[src/rtl/spb_pkg.sv]
package spb_pkg;
  // stack transfer size in bytes; pointers move in whole words
  localparam int unsigned WORD_BYTES = 4;
  localparam int unsigned ALIGN_BITS = 2;

  typedef enum logic [1:0] {
    OP_HOLD  = 2'd0,
    OP_WRITE = 2'd1,
    OP_PUSH  = 2'd2,
    OP_POP   = 2'd3
  } spb_op_e;
endpackage

[src/rtl/spb_select.sv]
module spb_select #(
  parameter bit          SECURE_EN = 1'b0,
  parameter int unsigned IDX_W     = 1
) (
  input  logic             handler_mode,
  input  logic             ctrl_sel,
  input  logic             secure_state,
  input  logic             exc_ret,
  input  logic             ret_sel,
  output logic [IDX_W-1:0] idx
);
  logic use_proc;

  // process pointer only from thread mode; return value overrides
  always_comb begin
    if (exc_ret) use_proc = ret_sel;
    else         use_proc = ~handler_mode & ctrl_sel;
  end

  generate
    if (SECURE_EN) begin : g_four
      assign idx = {secure_state, use_proc};
    end else begin : g_two
      logic unused_sec;
      assign unused_sec = secure_state;
      assign idx = use_proc;
    end
  endgenerate
endmodule

[src/rtl/spb_next.sv]
module spb_next
  import spb_pkg::*;
#(
  parameter int unsigned AW = 32,
  localparam int unsigned WW = AW - ALIGN_BITS
) (
  input  logic [WW-1:0] cur_word,
  input  logic          wr_en,
  input  logic [AW-1:0] wr_data,
  input  logic          push,
  input  logic          pop,
  output logic          load,
  output logic [WW-1:0] next_word,
  output logic [WW-1:0] addr_word
);
  spb_op_e op;
  logic    unused_low;

  assign unused_low = ^wr_data[ALIGN_BITS-1:0];

  always_comb begin
    if (wr_en)     op = OP_WRITE;
    else if (push) op = OP_PUSH;
    else if (pop)  op = OP_POP;
    else           op = OP_HOLD;
  end

  always_comb begin
    next_word = cur_word;
    addr_word = cur_word;
    unique case (op)
      OP_WRITE: next_word = wr_data[AW-1:ALIGN_BITS];
      OP_PUSH: begin
        next_word = cur_word - WW'(1);
        addr_word = cur_word - WW'(1);
      end
      OP_POP:   next_word = cur_word + WW'(1);
      default:  next_word = cur_word;
    endcase
  end

  assign load = (op != OP_HOLD);
endmodule

[src/rtl/spb_regs.sv]
module spb_regs
  import spb_pkg::*;
#(
  parameter int unsigned AW          = 32,
  parameter int unsigned IDX_W       = 1,
  parameter logic [AW-1:0] RST_MAIN_NS = '0,
  parameter logic [AW-1:0] RST_PROC_NS = '0,
  parameter logic [AW-1:0] RST_MAIN_S  = '0,
  parameter logic [AW-1:0] RST_PROC_S  = '0,
  localparam int unsigned WW  = AW - ALIGN_BITS,
  localparam int unsigned NUM = 1 << IDX_W
) (
  input  logic             clk,
  input  logic             rst_n,
  input  logic [IDX_W-1:0] idx,
  input  logic             load,
  input  logic [WW-1:0]    next_word,
  output logic [WW-1:0]    cur_word
);
  logic [WW-1:0] bank_q [NUM];

  generate
    for (genvar i = 0; i < NUM; i++) begin : g_sp
      localparam logic [AW-1:0] RV = (i == 0) ? RST_MAIN_NS :
                                     (i == 1) ? RST_PROC_NS :
                                     (i == 2) ? RST_MAIN_S  : RST_PROC_S;
      logic          en;
      logic [WW-1:0] d;

      assign en = load && (idx == IDX_W'(i));
      always_comb d = en ? next_word : bank_q[i];

      always_ff @(posedge clk or negedge rst_n) begin
        if (!rst_n) bank_q[i] <= RV[AW-1:ALIGN_BITS];
        else        bank_q[i] <= d;
      end

      // a pointer not selected keeps its value across any operation
      a_r8_inactive_hold: assert property (@(posedge clk) disable iff (!rst_n)
        (idx != IDX_W'(i)) |=> $stable(bank_q[i]));
    end
  endgenerate

  assign cur_word = bank_q[idx];
endmodule

[src/rtl/stack_ptr_bank.sv]
module stack_ptr_bank
  import spb_pkg::*;
#(
  parameter int unsigned   AW          = 32,
  parameter bit            SECURE_EN   = 1'b0,
  parameter logic [AW-1:0] RST_MAIN_NS = 32'h2000_8000,
  parameter logic [AW-1:0] RST_PROC_NS = 32'h2000_4000,
  parameter logic [AW-1:0] RST_MAIN_S  = 32'h3000_8000,
  parameter logic [AW-1:0] RST_PROC_S  = 32'h3000_4000
) (
  input  logic          clk,
  input  logic          rst_n,
  input  logic          handler_mode,
  input  logic          ctrl_sel,
  input  logic          secure_state,
  input  logic          exc_ret,
  input  logic          ret_sel,
  input  logic          wr_en,
  input  logic [AW-1:0] wr_data,
  input  logic          push,
  input  logic          pop,
  output logic [AW-1:0] sp_active,
  output logic [AW-1:0] xfer_addr
);
  localparam int unsigned IDX_W = SECURE_EN ? 2 : 1;
  localparam int unsigned WW    = AW - ALIGN_BITS;
  localparam logic [AW-1:0] STEP = AW'(WORD_BYTES);

  logic             rst_meta_q, rst_sync_n;
  logic [IDX_W-1:0] idx;
  logic             load;
  logic [WW-1:0]    cur_word, next_word, addr_word;

  // reset: asserted asynchronously, released on the clock
  always_ff @(posedge clk or negedge rst_n) begin
    if (!rst_n) begin
      rst_meta_q <= 1'b0;
      rst_sync_n <= 1'b0;
    end else begin
      rst_meta_q <= 1'b1;
      rst_sync_n <= rst_meta_q;
    end
  end

  spb_select #(.SECURE_EN(SECURE_EN), .IDX_W(IDX_W)) u_sel (
    .handler_mode (handler_mode),
    .ctrl_sel     (ctrl_sel),
    .secure_state (secure_state),
    .exc_ret      (exc_ret),
    .ret_sel      (ret_sel),
    .idx          (idx)
  );

  spb_next #(.AW(AW)) u_next (
    .cur_word  (cur_word),
    .wr_en     (wr_en),
    .wr_data   (wr_data),
    .push      (push),
    .pop       (pop),
    .load      (load),
    .next_word (next_word),
    .addr_word (addr_word)
  );

  spb_regs #(
    .AW(AW), .IDX_W(IDX_W),
    .RST_MAIN_NS(RST_MAIN_NS), .RST_PROC_NS(RST_PROC_NS),
    .RST_MAIN_S(RST_MAIN_S),   .RST_PROC_S(RST_PROC_S)
  ) u_regs (
    .clk       (clk),
    .rst_n     (rst_sync_n),
    .idx       (idx),
    .load      (load),
    .next_word (next_word),
    .cur_word  (cur_word)
  );

  assign sp_active = {cur_word,  {ALIGN_BITS{1'b0}}};
  assign xfer_addr = {addr_word, {ALIGN_BITS{1'b0}}};

  // push address is the decremented pointer, which becomes the new pointer
  a_r6_push_predec: assert property (@(posedge clk) disable iff (!rst_sync_n)
    (push && !wr_en) |=> (idx != $past(idx)) ||
      ((sp_active == $past(sp_active) - STEP) && (sp_active == $past(xfer_addr))));

  // pop address is the old pointer, pointer then grows by one word
  a_r7_pop_postinc: assert property (@(posedge clk) disable iff (!rst_sync_n)
    (pop && !push && !wr_en) |=> (idx != $past(idx)) ||
      ((sp_active == $past(xfer_addr) + STEP) && ($past(xfer_addr) == $past(sp_active))));

  // a write wins over strobes and lands word aligned
  a_r5_write_wins: assert property (@(posedge clk) disable iff (!rst_sync_n)
    wr_en |=> (idx != $past(idx)) ||
      (sp_active == {$past(wr_data[AW-1:ALIGN_BITS]), {ALIGN_BITS{1'b0}}}));

  // idle cycle leaves the selected pointer and address alone
  a_r11_idle: assert property (@(posedge clk) disable iff (!rst_sync_n)
    (!wr_en && !push && !pop) |-> (xfer_addr == sp_active) ##1
      ((idx != $past(idx)) || $stable(sp_active)));
endmodule

[config.mk]
export PLATFORM = sky130hd
export DESIGN_NAME = stack_ptr_bank
export DESIGN_NICKNAME = d
export VERILOG_FILES = /design/src/rtl/spb_pkg.sv /design/src/rtl/spb_select.sv /design/src/rtl/spb_next.sv /design/src/rtl/spb_regs.sv /design/src/rtl/stack_ptr_bank.sv
export SDC_FILE = /design/constraint.sdc
export NUM_CORES = 1
export LEC_CHECK = 0
export ABC_AREA = 0
export BUFFER_PORTS_ARGS = -buffer_cell sky130_fd_sc_hd__buf_2
export CORE_ASPECT_RATIO = 0.8
export CORE_MARGIN = 5
export CORE_UTILIZATION = 40
export CTS_CLUSTER_DIAMETER = 60
export CTS_CLUSTER_SIZE = 12
export DETAILED_ROUTE_END_ITERATION = 10
export PLACE_DENSITY = 0.59
export SLEW_MARGIN = 10
export SYNTH_ARGS = -nofsm -noshare
export SYNTH_HDL_FRONTEND = slang
export SYNTH_SLANG_ARGS = --single-unit
[constraint.sdc]
create_clock -name clk -period 4.3 [get_ports clk]
set_clock_uncertainty 0.2 [all_clocks]
set_input_delay 0.215 -clock clk [delete_from_list [all_inputs] [get_ports clk]]
set_output_delay 0.215 -clock clk [all_outputs]
set_load 0.05 [all_outputs]
==> metrics.cfg, run 1 <==
[outcome]
status=finished, final reports clean

[synthesis]
syn-cell-area_mm2=0.00570
synth_top_cell_by_area=dfrtp_1
synth_mux_area_frac=0.0533
synth_top_family_by_area=simple AND/OR/NAND/NOR gates
synth_warnings=0
synth_fa_ha_area_frac=0.00658
netlist_instances=752
synth_compound_area_frac=0.256
async_reset_ff_frac=1.00
synth_cell_types=71
synth_xor_area_frac=0.0768
synth-simple-area-share=0.274
synthFlopType=dfrtp_1
ys_ff_latch=62
syn_area_per_cell_um2=7.59
synth_top_area_share=0.254
synth-edff-count=0
ys_seq_area_frac=0.273
synthTopCellsByArea=dfrtp_1, xnor2_1, nand2_1, nor2_1, o21ai_0

[route]
via_per_inst=6.36
top_layer=met4
num_vias=6540
firstDrtPassIters=6
routedWlPerCell_um=22.5
dr_wl_met2_mm=9.81
met3_length_mm=2.45
drc=0
antenna_left=0
wl_met1_mm=10.3
routed_wl_mm=23.1
drt-initial-drc-count=811

[place]
gp_congestion=0.956
portBuffers=98
dp_hpwl_mm=16.6

[sta]
post-route-period-util=0.879
hold_violations=0
slew_viol_final=0
slew_headroom=0.289
tightest_slew_ps=1060
finalSetupViolCount=0
setup_tns_ps=0
min_period_ps=3780
rsz0062_at_grt=no
fmax_mhz=265

[clock_network]
clk_pin_slew_ps=60
numCtsBuffers=9
cts_sinks=62
htreeDepth=3
root_buffer=clkbuf_16
cts_tree=done
cts.path.max_buffers=2
clk_latency_ps=350

[cells_and_area]
layout_common_cells=buf_2, nand2_1, nor2_1
drive_gt1_frac=0.202
diodes=0
final_core_util=0.480
mostFrequentLayoutCell=buf_2
area_delta_synth_final_pct=19.0
final_net_count=886

[power]
pwr-share-clk=0.230
power_frac_seq=0.287
power.switching_uw=1600
internal_power_uw=1620
vdd_drop_max_v=0.000228
combPwrFrac=0.483
switching_share=0.496
power_density_mw_per_mm2=474
p_leak_uw=0.00273

[setup_path]
worstSetupPathType=register to output port
path_max_fanout=5
cp.arrival_ps=3360
worst_ep_required_time_ps=3880
startpoint_type=register
worstSetupEndpointType=output port

[floorplanning]
die_area_mm2=0.0168
fp.dieH_um=117
ios=106
die_w_um=144
rows=39
core_area_mm2=0.0142
initial_core_util=0.403

[run]
maxCapViolCount=0

[global_routing]
grt_max_degree=61
antenna_found_initial=0
grt_overflow_total=0
grt_pass1_vias=6356
grt_pass1_wl_mm=36.0
track_usage=0.279

[min_path]
hold_class=input pin to register

[sequential cells by signal (all words and copies together) (netlist names)]
| signal | count |
|---|---|
| rst_meta_q | 1 |
| u_regs.bank_q | 60 |
| rst_sync_n | 1 |
[power by group through the flow]
stage	clock [µW]	sequential (µW)	combinational (µW)
5_1_grt	767	939	1660
6_report	738	925	1550
3_3_place_gp	0	915	1510
2_1_floorplan	0	842	1190
4_1_cts	746	909	1540
3_5_place_dp	0	918	1530
[layer usage]
layer | vias up | global-route usage
li1 | 2994 | -
met1 | 3124 | 0.403
met2 | 377 | 0.403
met3 | 45 | 0.0755
met4 | 0 | 0.0922
met5 | - | 0
[worst paths after layout]
check,startpoint,to,slack (ps),cells past startpoint
min reg2reg,rst_meta_q,rst_sync_n,150,0
max in group asynchronous,rst_sync_n,u_regs.bank_q[28],3080,1
min,wr_data[28],u_regs.bank_q[26],10,3
max reg2reg,u_regs.bank_q[34],u_regs.bank_q[58],1020,7
min in group asynchronous,rst_sync_n,u_regs.bank_q[40],260,1
max,u_regs.bank_q[34],xfer_addr[28],520,7
[worst max-delay path: stages (launching register included)]
cell and delay [ps]:
dfrtp_1 430, nor3_1 530, nand3_1 120, o21ai_0 650, nand4_1 380, nor4_1 440
xnor2_1 180, buf_2 280
[cell families after synthesis]
| kind of cell | count (synthesis) |
|---|---|
| AND/OR/NAND/NOR | 315 |
| AO/OA/AOI/OAI | 209 |
| buffers and inverters | 82 |
| flip-flops | 62 |
| XOR/XNOR | 50 |
| multiplexers | 29 |
| adder cells (fa/ha/maj) | 3 |
| other | 2 |
[layout make-up]
type,count,area (µm²)
fill,1445,7360
multi-input combinational,611,3840
sequential,62,1560
timing repair buffer,134,786
clock buffer,11,243
tap,184,230
inverter,23,86.3
clock inverter,4,47.5
[metrics by stage]
stage / instances / area (µm²) / setup slack (ps) / hold slack [ps] / power, µW
detailed placement: 1004 / 6400 / 729 / -198 / 2450
global placement: 1004 / 6400 / 847 / -201 / 2430
global route: 1029 / 6790 / 186 / 14.0 / 3370
finish: 1029 / 6790 / 521 / 12.9 / 3220
floorplan: 755 / 5720 / 480 / -281 / 2030
CTS: 1029 / 6790 / 571 / 1.06 / 3200
[cells in the mapped netlist (8+ instances only)]
cell type	number
a21oi_1	36
a22oi_1	10
a31oi_1	24
and2_1	8
and3_1	9
clkbuf_1	42
dfrtp_1	58
inv_1	23
mux2_2	11
mux2i_1	18
nand2_1	88
nand3_1	32
nand4_1	30
nor2_1	78
nor3_1	15
nor4_1	13
o211ai_1	14
o21ai_0	38
xnor2_1	42
xor2_1	8
[what timing repair did]
| item | in CTS | in global routing |
|---|---|---|
| hold buffers | 10 | 0 |
| hold endpoints to repair | 15 | 0 |
| setup buffers | 0 | 0 |
| resized for setup | 0 | 0 |
| setup endpoints to repair | 0 | 0 |
No activity file was read; power rests on OpenSTA's default activity.
==> run 2, diff against run 1 <==
BUFFER_PORTS_ARGS = -buffer_cell sky130_fd_sc_hd__buf_4   (was -buffer_cell sky130_fd_sc_hd__buf_2)
CELL_PAD_IN_SITES_DETAIL_PLACEMENT = 0   (was unset)
CELL_PAD_IN_SITES_GLOBAL_PLACEMENT = 1   (was unset)
PLACE_DENSITY = 0.77   (was 0.59)
SKIP_CTS_REPAIR_TIMING = 1   (was unset)
==> run 2 against run 1 <==
  * The flow now finishes with violations (negative hold slack)
  * First-iteration DRC count shrank 11%
  * Critical path depth is the same
  * Clock-buffer cell count shrank 1
  * Global-route usage shrank 0.11 points
  * Final area grew 2.9%
==> metrics.cfg, run 2 (same netlist as run 1, synthesis figures left out) <==
[route]
routedWlPerCell_um=22.2
drc=0
via_per_inst=6.38
num_vias=6527
firstDrtPassIters=7
routed_wl_mm=22.7
drt-initial-drc-count=722
antenna_left=0

[floorplanning]
initial_core_util=0.403
rows=39
die_w_um=144
core_area_mm2=0.0142
fp.dieH_um=117
ios=106
die_area_mm2=0.0168

[setup_path]
startpoint_type=register
path_max_fanout=5
worst_ep_required_time_ps=3880
r2r_start=u_regs.bank_q[40]
cp.arrival_ps=3420
worstSetupEndpointType=output port
worstSetupPathType=register to output port
r2r_slack_ps=890
r2r_cells=7
r2r-end=u_regs.bank_q[58]

[place]
portBuffers=98
gp_congestion=0.955
dp_hpwl_mm=16.6

[cells_and_area]
drive_gt1_frac=0.204
mostFrequentLayoutCell=buf_4
fillers=1408
top_regs=u_regs.bank_q x60, rst_meta_q x1, rst_sync_n x1
layout_common_cells=buf_4, nand2_1, nor2_1
final_net_count=879
top_register=u_regs.bank_q
diodes=0
largest_reg_flops=60
area_delta_synth_final_pct=22.5

[clock_network]
clk_latency_ps=350
root_buffer=clkbuf_16
cts.path.max_buffers=2
cts_sinks=62
clk_pin_slew_ps=60
numCtsBuffers=9
cts_tree=done
htreeDepth=3

[power]
internal_power_uw=1710
vdd_drop_max_v=0.000232
power_density_mw_per_mm2=477
power_uw=3330
switching_share=0.487
p_leak_uw=0.00278
power.switching_uw=1620
pwr-share-clk=0.232
power_frac_seq=0.276
combPwrFrac=0.492

[sta]
hold_ws_ps=-22.8
post-route-period-util=0.893
slew_headroom=0.161
finalSetupViolCount=0
tightest_slew_ps=1250
hold_violations=5
min_period_ps=3840
rsz0062_at_grt=no
fmax_mhz=261
setup_tns_ps=0
slew_viol_final=0

[global_routing]
antenna_found_initial=0
track_usage=0.277
grt_max_degree=41
busiest_layer=met2
met3_usage=0.0804
use_met1=0.391
grt_use_met2=0.408
grt_overflow_total=0
grt_pass1_vias=6254
grt_pass1_wl_mm=35.7

[run]
maxCapViolCount=0

[min_path]
holdPathEnd=u_regs.bank_q[33]
hold_class=input pin to register
min_from=wr_data[5]
whs_path_depth=3

[outcome]
status=complete, but fails checks
violations=negative hold slack

run 2: final cells by class:
| type | count | area [µm²] | area share |
|---|---|---|---|
| multi-input cells | 611 | 3840 | 0.549 |
| repair buffers | 127 | 966 | 0.138 |
| inverters | 23 | 86.3 | 0.0124 |
| clock inverters | 6 | 70.1 | 0.0100 |
| well taps | 184 | 230 | 0.0330 |
| flip-flops and latches | 62 | 1560 | 0.223 |
| clock buffers | 10 | 239 | 0.0342 |
run 2: worst max path at each step:
stage,start,endpoint,slack [ps],depth (start not counted)
2_1_floorplan,handler_mode,xfer_addr[28],480,13
3_3_place_gp,exc_ret,u_regs.bank_q[22],860,12
3_5_place_dp,exc_ret,u_regs.bank_q[22],850,12
4_1_cts,u_regs.bank_q[40],xfer_addr[28],630,7
5_1_grt,u_regs.bank_q[4],xfer_addr[14],430,9
6_report,u_regs.bank_q[40],xfer_addr[28],460,7
run 2: power groups by stage:
stage | combinational (µW) | clock (µW) | sequential [µW]
floorplan | 1190 | 0 | 842
global placement | 1600 | 0 | 914
global route | 1750 | 802 | 940
CTS | 1630 | 777 | 908
finish | 1640 | 772 | 920
detailed placement | 1620 | 0 | 915
run 2: through the flow:
| stage | std cells | cell area (µm²) | util | setup WS, ps |
|---|---|---|---|---|
| after detailed placement | 1002 | 6630 | 0.468 | 848 |
| after CTS | 1018 | 6940 | 0.490 | 634 |
| after floorplan | 755 | 5720 | - | 480 |
| after global placement | 1002 | 6630 | 0.468 | 863 |
| after global routing | 1023 | 6990 | 0.494 | 431 |
| final | 1023 | 6990 | 0.494 | 462 |
run 2: routing by layer:
layer,vias to the layer above,part of all wire
met5,-,0
li1,2978,-
met3,43,0.12
met4,0,0.023
met1,3109,0.43
met2,397,0.43
run 2: critical path: stages (launching register included):
cell and delay (ps):
dfrtp_1 490, nor4_1 520, nand3_1 120, o21ai_0 710, nand4_1 400, nor4_1 410
xnor2_1 190, buf_4 230
